## src/rtl/fi_pkg.sv

```systemverilog
package fi_pkg;
  localparam logic [3:0] FI_OPCODE = 4'hD;

  typedef struct packed {
    logic immed;
    logic idx_rise;
    logic rdy_fall;
    logic rdy_rise;
  } fi_cond_t;

  function automatic logic is_forced(input logic [7:0] b);
    return b[7:4] == FI_OPCODE;
  endfunction
endpackage

```

## src/rtl/fi_sync_edge.sv

```systemverilog
module fi_sync_edge #(
  parameter int STAGES = 2
) (
  input  logic clk,
  input  logic rst_n,
  input  logic din,
  output logic rise,
  output logic fall
);
  logic [STAGES-1:0] sync_q, sync_n;
  logic              prev_q, prev_n;
  logic              lvl;

  assign lvl = sync_q[STAGES-1];

  generate
    if (STAGES == 1) begin : g_one
      always_comb sync_n = din;
    end else begin : g_many
      always_comb sync_n = {sync_q[STAGES-2:0], din};
    end
  endgenerate

  always_comb prev_n = lvl;

  always_ff @(posedge clk or negedge rst_n) begin
    if (!rst_n) begin
      sync_q <= '0;
      prev_q <= 1'b0;
    end else begin
      sync_q <= sync_n;
      prev_q <= prev_n;
    end
  end

  assign rise = lvl & ~prev_q;
  assign fall = ~lvl & prev_q;
endmodule

```

## src/rtl/fi_guard_timer.sv

```systemverilog
module fi_guard_timer #(
  parameter int GUARD_BASE_CYC = 1600
) (
  input  logic clk,
  input  logic rst_n,
  input  logic load,
  input  logic dbl_density,
  input  logic slow_clk,
  output logic active
);
  localparam int CMAX = GUARD_BASE_CYC * 4;
  localparam int CW   = $clog2(CMAX + 1);
  localparam logic [CW-1:0] LEN_1X = CW'(GUARD_BASE_CYC);
  localparam logic [CW-1:0] LEN_2X = CW'(GUARD_BASE_CYC * 2);
  localparam logic [CW-1:0] LEN_4X = CW'(CMAX);

  logic [CW-1:0] cnt_q, cnt_n, load_val;

  always_comb begin
    unique case ({dbl_density, slow_clk})
      2'b10:   load_val = LEN_1X;
      2'b00:   load_val = LEN_2X;
      2'b11:   load_val = LEN_2X;
      default: load_val = LEN_4X;
    endcase
  end

  always_comb begin
    cnt_n = cnt_q;
    if (load)             cnt_n = load_val;
    else if (cnt_q != '0) cnt_n = cnt_q - 1'b1;
  end

  always_ff @(posedge clk or negedge rst_n) begin
    if (!rst_n) cnt_q <= '0;
    else        cnt_q <= cnt_n;
  end

  assign active = cnt_q != '0;

  assert_cnt_bound_R10: assert property (@(posedge clk) disable iff (!rst_n)
    cnt_q <= LEN_4X);
  assert_load_len_R10: assert property (@(posedge clk) disable iff (!rst_n)
    load |=> (cnt_q == $past(load_val)));
endmodule

```

## src/rtl/fi_abort_ctl.sv

```systemverilog
module fi_abort_ctl (
  input  logic clk,
  input  logic rst_n,
  input  logic fi_wr,
  input  logic cancel,
  input  logic alu_busy,
  output logic abort_req,
  output logic busy_clr
);
  logic pending_q, pending_n;
  logic bclr_q, bclr_n;
  logic fire;

  assign fire = pending_q & ~alu_busy;

  always_comb begin
    pending_n = pending_q;
    if (fi_wr)       pending_n = 1'b1;
    else if (cancel) pending_n = 1'b0;
    else if (fire)   pending_n = 1'b0;
    bclr_n = fire;
  end

  always_ff @(posedge clk or negedge rst_n) begin
    if (!rst_n) begin
      pending_q <= 1'b0;
      bclr_q    <= 1'b0;
    end else begin
      pending_q <= pending_n;
      bclr_q    <= bclr_n;
    end
  end

  assign abort_req = fire;
  assign busy_clr  = bclr_q;

  assert_clr_follows_R3: assert property (@(posedge clk) disable iff (!rst_n)
    abort_req |=> busy_clr);
  assert_hold_while_busy_R3: assert property (@(posedge clk) disable iff (!rst_n)
    (pending_q && alu_busy && !cancel) |=> pending_q);
  assert_cancel_drops_R11: assert property (@(posedge clk) disable iff (!rst_n)
    (cancel && !fi_wr) |=> !abort_req);
endmodule

```

## src/rtl/fi_irq_core.sv

```systemverilog
module fi_irq_core
  import fi_pkg::*;
(
  input  logic       clk,
  input  logic       rst_n,
  input  logic       fi_wr,
  input  logic       other_wr,
  input  fi_cond_t   cond_in,
  input  logic       stat_rd,
  input  logic       rdy_rise,
  input  logic       rdy_fall,
  input  logic       idx_rise,
  output logic       intrq
);
  logic [2:0] mask_q, mask_n;
  logic       irq_q, irq_n;
  logic       rel_q, rel_n;
  logic       evt, clr, any_wr, is_d0;

  assign any_wr = fi_wr | other_wr;
  assign is_d0  = fi_wr & (cond_in == '0);
  assign clr    = rel_q & (stat_rd | any_wr);

  always_comb begin
    evt = (mask_q[0] & rdy_rise) | (mask_q[1] & rdy_fall) |
          (mask_q[2] & idx_rise) | (fi_wr & cond_in.immed);

    mask_n = mask_q;
    if (fi_wr)         mask_n = {cond_in.idx_rise, cond_in.rdy_fall, cond_in.rdy_rise};
    else if (other_wr) mask_n = '0;

    irq_n = evt | (irq_q & ~clr);

    rel_n = rel_q;
    if (is_d0)    rel_n = 1'b1;
    else if (clr) rel_n = 1'b0;
  end

  always_ff @(posedge clk or negedge rst_n) begin
    if (!rst_n) begin
      mask_q <= '0;
      irq_q  <= 1'b0;
      rel_q  <= 1'b0;
    end else begin
      mask_q <= mask_n;
      irq_q  <= irq_n;
      rel_q  <= rel_n;
    end
  end

  assign intrq = irq_q;

  assert_rise_needs_arm_R4: assert property (@(posedge clk) disable iff (!rst_n)
    $rose(irq_q) |-> ($past(mask_q != '0) || $past(fi_wr && cond_in.immed)));
  assert_sticky_R7: assert property (@(posedge clk) disable iff (!rst_n)
    (irq_q && !rel_q) |=> irq_q);
  assert_immed_sets_R9: assert property (@(posedge clk) disable iff (!rst_n)
    (fi_wr && cond_in.immed) |=> irq_q);
endmodule

```

## src/rtl/fi_intr_ctrl.sv

```systemverilog
module fi_intr_ctrl
  import fi_pkg::*;
#(
  parameter int GUARD_BASE_CYC = 1600,
  parameter int SYNC_STAGES    = 2
) (
  input  logic       clk,
  input  logic       rst_n,
  input  logic       cmd_wr,
  input  logic [7:0] cmd_data,
  input  logic       stat_rd,
  input  logic       drv_ready,
  input  logic       idx_pulse,
  input  logic       dbl_density,
  input  logic       slow_clk,
  input  logic       alu_busy,
  output logic       abort_req,
  output logic       busy_clr,
  output logic       intrq
);
  logic [1:0] rst_sync_q;
  logic       rst_int_n;
  logic       fi_wr, other_wr, guard_on, cancel;
  logic [1:0] async_in, ev_rise, ev_fall;

  always_ff @(posedge clk or negedge rst_n) begin
    if (!rst_n) rst_sync_q <= 2'b00;
    else        rst_sync_q <= {rst_sync_q[0], 1'b1};
  end
  assign rst_int_n = rst_sync_q[1];

  assign fi_wr    = cmd_wr & is_forced(cmd_data);
  assign other_wr = cmd_wr & ~is_forced(cmd_data);
  assign cancel   = other_wr & guard_on;

  assign async_in = {idx_pulse, drv_ready};

  generate
    for (genvar i = 0; i < 2; i++) begin : g_sync
      fi_sync_edge #(.STAGES(SYNC_STAGES)) u_se (
        .clk  (clk),
        .rst_n(rst_int_n),
        .din  (async_in[i]),
        .rise (ev_rise[i]),
        .fall (ev_fall[i])
      );
    end
  endgenerate

  fi_guard_timer #(.GUARD_BASE_CYC(GUARD_BASE_CYC)) u_guard (
    .clk        (clk),
    .rst_n      (rst_int_n),
    .load       (fi_wr),
    .dbl_density(dbl_density),
    .slow_clk   (slow_clk),
    .active     (guard_on)
  );

  fi_abort_ctl u_abort (
    .clk      (clk),
    .rst_n    (rst_int_n),
    .fi_wr    (fi_wr),
    .cancel   (cancel),
    .alu_busy (alu_busy),
    .abort_req(abort_req),
    .busy_clr (busy_clr)
  );

  fi_irq_core u_irq (
    .clk     (clk),
    .rst_n   (rst_int_n),
    .fi_wr   (fi_wr),
    .other_wr(other_wr),
    .cond_in (fi_cond_t'(cmd_data[3:0])),
    .stat_rd (stat_rd),
    .rdy_rise(ev_rise[0]),
    .rdy_fall(ev_fall[0]),
    .idx_rise(ev_rise[1]),
    .intrq   (intrq)
  );

  logic unused_idx_fall;
  assign unused_idx_fall = ev_fall[1];

  assert_busy_clr_idle_R1: assert property (@(posedge clk) disable iff (!rst_int_n)
    (busy_clr && !$past(abort_req)) |-> 1'b0);
endmodule

```

## config.mk

```make
export PLATFORM = sky130hd
export DESIGN_NAME = fi_intr_ctrl
export DESIGN_NICKNAME = d
export VERILOG_FILES = /design/src/rtl/fi_pkg.sv /design/src/rtl/fi_sync_edge.sv /design/src/rtl/fi_guard_timer.sv /design/src/rtl/fi_abort_ctl.sv /design/src/rtl/fi_irq_core.sv /design/src/rtl/fi_intr_ctrl.sv
export SDC_FILE = /design/constraint.sdc
export NUM_CORES = 1
export LEC_CHECK = 0
export ABC_AREA = 1
export BUFFER_PORTS_ARGS = -buffer_cell sky130_fd_sc_hd__buf_2
export CAP_MARGIN = 20
export CORE_AREA = 5 5 77 79
export CTS_BUF_LIST = sky130_fd_sc_hd__clkbuf_4
export DETAILED_ROUTE_END_ITERATION = 10
export DIE_AREA = 0 0 82 84
export SYNTH_ARGS = -nofsm -noshare
export SYNTH_HDL_FRONTEND = slang
export SYNTH_SLANG_ARGS = --single-unit
```

## constraint.sdc

```tcl
create_clock -name clk -period 0.85 [get_ports clk]
set_input_delay 0.0425 -clock clk [delete_from_list [all_inputs] [get_ports clk]]
set_output_delay 0.0425 -clock clk [all_outputs]
set_load 0.05 [all_outputs]
```

==> results.toml <==
[grt]
globalRoute.totalOverflow = 0
grtUsageTotal_pct = 10.7
grt_pass1_wl_um = 5830
grt_pass1_vias = 1297
grt_max_degree = 27
antenna_violations_before_repair = 0

[clock_tree]
clockBufferDepth = 2
clk_pin_slew_worst_paths_ns = 0.17
tritoncts_clock_tree = "built"
num_cts_buffers = 3
clockRootBuffer = "clkbuf_4"
cts_htree_levels = 1
cts_num_sinks = 28
clk-insertion-delay-late_ns = 0.33

[synthesis]
yosysSeqAreaShare_pct = 46.7
synthesis.nets = 190
synth_ff_type = "dfrtp_1"
synthesis.instances = 168
yosysUniqueCellTypes = 30
yosysWarnings = 0
yosysTopAreaCellShare_pct = 46.7
synth.ff_latch_count = 28
synth-edff-count = 0
commonest_cells_post_synth = "32 x nand2_1, 28 x dfrtp_1, 24 x inv_1, 12 x nand3_1, 9 x nor2_1"
synthDominantAreaCellType = "dfrtp_1"
post_synth_instance_area_um2 = 1500
synthArstFlopShare_pct = 100
post_synth.cell_area_avg_um2 = 8.92
synthTopCellsByArea = "dfrtp_1 47%, nand2_1 8.0%, inv_1 6.0%, ha_1 4.2%, nand3_1 4.0%"
synth_most_common_cell = "nand2_1"

[pwr]
seq_power_share_pct = 39.1
comb_power_share_pct = 44.4
netSwitchingFraction_pct = 38.6
pwr_density_cell_nw_per_um2 = 2500
clock_power_share_pct = 16.5
power_switching_mw = 2.08
power.leakage_nw = 1.07
ir_worst_vdd_v = 0.000915
cell_internal_pwr_mw = 3.31

[detailed_routing]
via_count = 1231
drtAntennaViolNets = 0
totalWireLength_um = 3390
drtPass1Iterations = 4
drt-initial-drc-count = 45
wl_per_cell_um = 11.6
drt-vias-per-instance = 4.20
drc_markers = 0

[die]
top_level_ports = 20
chipWidth_um = 82
die_h_um = 84
placeableCoreArea_um2 = 5270
initial_utilization_pct = 28.4
floorplan.die_area_um2 = 6890
fp_rows = 27

[sta]
worst_slack_ns = -0.425
finalClockSkew_ns = 0.0125
timing_max_transition_violations_final = 0
hold_viol = 0
final.hold.worst_slack_ns = 0.0249
grt_setup_unrepaired = "yes"
final_critical_path_required_period_ns = 1.28
fmax_mhz = 784
ratio_of_final_minimum_period_to_clock_period_pct = 150
total_of_endpoints_with_negative_setup_slack_in_the_final_report = 19

[placed_design]
post-place-cells = 278
detailed_place_hpwl_um = 2610
port_buffers = 19
gp_routability_congestion = 0.785

[critical_path]
critical_path.endpoint_type = "register"
critPathRequiredTime_ns = 1.12
critical_path.startpoint_type = "register"
critical_path_peak_fanout = 4
arrival_ns = 1.55
path_class = "register to register"

[run]
maxCapViolCount = 0

[worst_hold_path]
min-delay-path-class = "primary input to register"

[cells_and_area]
drive_gt1_share_pct = 43.9
instances_no_fill = 293
finalNetCount = 244
insertedDiodeCount = 0
areaGrowthSynthToFinish_pct = 44.2
utilization_pct = 41.0

[outcome]
outcome = "finished with violations"
failed_checks = "negative setup slack"
-- final timing paths --
| kind | slack (ns) | to | depth (start not counted) | from |
|---|---|---|---|---|
| min in group asynchronous | 0.21 | u_guard.cnt_q[0]$_DFFE_PN0P_ | 1 | rst_sync_q[1]$_DFF_PN0_ |
| hold / removal | 0.02 | u_irq.mask_q[1]$_DFFE_PN0P_ | 3 | cmd_wr |
| setup / recovery | -0.43 | u_guard.cnt_q[8]$_DFFE_PN0P_ | 7 | u_guard.cnt_q[1]$_DFFE_PN0P_ |
| setup reg to reg | -0.43 | u_guard.cnt_q[8]$_DFFE_PN0P_ | 7 | u_guard.cnt_q[1]$_DFFE_PN0P_ |
| max in group asynchronous | 0.18 | rst_sync_q[1]$_DFF_PN0_ | 3 | rst_n |
| hold reg to reg | 0.21 | u_guard.cnt_q[0]$_DFFE_PN0P_ | 1 | rst_sync_q[1]$_DFF_PN0_ |
-- area by class of cell --
| type | instances | area, um2 |
|---|---|---|
| Multi-Input combinational cell | 111 | 807 |
| Tap cell | 72 | 90.1 |
| Clock inverter | 1 | 30.0 |
| Sequential cell | 28 | 706 |
| Fill cell | 543 | 3110 |
| Timing Repair Buffer | 50 | 385 |
| Clock buffer | 3 | 22.5 |
| Inverter | 28 | 120 |
-- cell families (layout without fill, tap and decap cells) --
| family | count (synthesis) | after routing | share of synthesized area [%] |
|---|---|---|---|
| AOI/OAI and AO/OA | 19 | 19 | 7.68 |
| xor gates and xnor gates | 2 | 2 | 1.17 |
| other | 1 | 1 | 0.250 |
| adders and majority gates | 5 | 5 | 4.17 |
| buffers and inverters | 29 | 82 | 8.60 |
| DFF | 28 | 28 | 46.7 |
| and+or+nand+nor | 84 | 84 | 31.4 |
-- flip-flops by register name, summed over array words and instances, names as in the netlist --
| signal | count |
|---|---|
| g_sync.u_se.prev_q | 2 |
| u_irq.rel_q | 1 |
| g_sync.u_se.sync_q | 4 |
| u_abort.pending_q | 1 |
| u_guard.cnt_q | 13 |
| u_irq.intrq | 1 |
| rst_sync_q | 2 |
| u_irq.mask_q | 3 |
| u_abort.busy_clr | 1 |
-- worst max-delay path: stages (launching register included) --
cell and delay (ns):
dfrtp_1 0.44, inv_2 0.11, ha_4 0.15, nand2_4 0.07, nor2_2 0.10, xor2_1 0.14, nand2_1 0.07, a21oi_2 0.12
-- stage by stage --
stage | setup TNS [ns] | instance area, um2 | setup WS [ns] | power [mW]
CTS | -6.19 | 2050 | -0.433 | 5.11
global placement | -5.29 | 1880 | -0.413 | 4.06
global route | -7.34 | 2160 | -0.515 | 5.81
detailed placement | -5.61 | 1880 | -0.429 | 4.11
floorplan | -3.90 | 1550 | -0.319 | 3.27
finish | -5.93 | 2160 | -0.425 | 5.39
-- repair_timing --
item / 4_1_cts / 5_1_grt
pin swaps: 7 / 12
setup buffers: 0 / 2
gates resized for setup: 9 / 26
setup endpoints to repair: 18 / 20
hold buffers: 9 / 0
hold endpoints to repair: 10 / 0
-- per-layer routing --
metal | vias up | share of wire [%] | global-route usage (%)
met3 | 4 | 2.2 | 2.05
met1 | 571 | 47 | 14.2
met2 | 13 | 50 | 17.4
li1 | 643 | - | -
met4 | 0 | 1.3 | 3.17
met5 | - | 0 | 0
-- power by group through the flow --
stage / Combinational, mW / Sequential [mW] / Clock [mW]
2_1_floorplan: 1.21 / 2.07 / 0
3_3_place_gp: 2.06 / 2.01 / 0
3_5_place_dp: 2.10 / 2.02 / 0
4_1_cts: 2.19 / 2.00 / 0.923
5_1_grt: 2.66 / 2.16 / 0.982
6_report: 2.40 / 2.11 / 0.891
-- cell usage in the layout, fill, tap and decap left out, types with 2 or more instances in the layout --
cell and count:
a21oi_1 6, a22o_1 3, buf_2 16, buf_4 20, buf_6 4, clkbuf_4 3
dfrtp_1 24, dfrtp_2 4, dlygate4sd3_1 9, ha_1 3, ha_4 2, inv_1 19
inv_2 7, nand2_1 28, nand2_2 6, nand2_4 5, nand3_1 11, nand3_2 2
nand3b_1 2, nand4_1 3, nor2_1 3, nor2_2 6, nor2_4 9, nor3_4 3
o21ai_0 3, o21ai_1 2, o21bai_1 2, or2_4 2, xor2_1 2
Note: power is estimated with default switching activity, not from simulation.
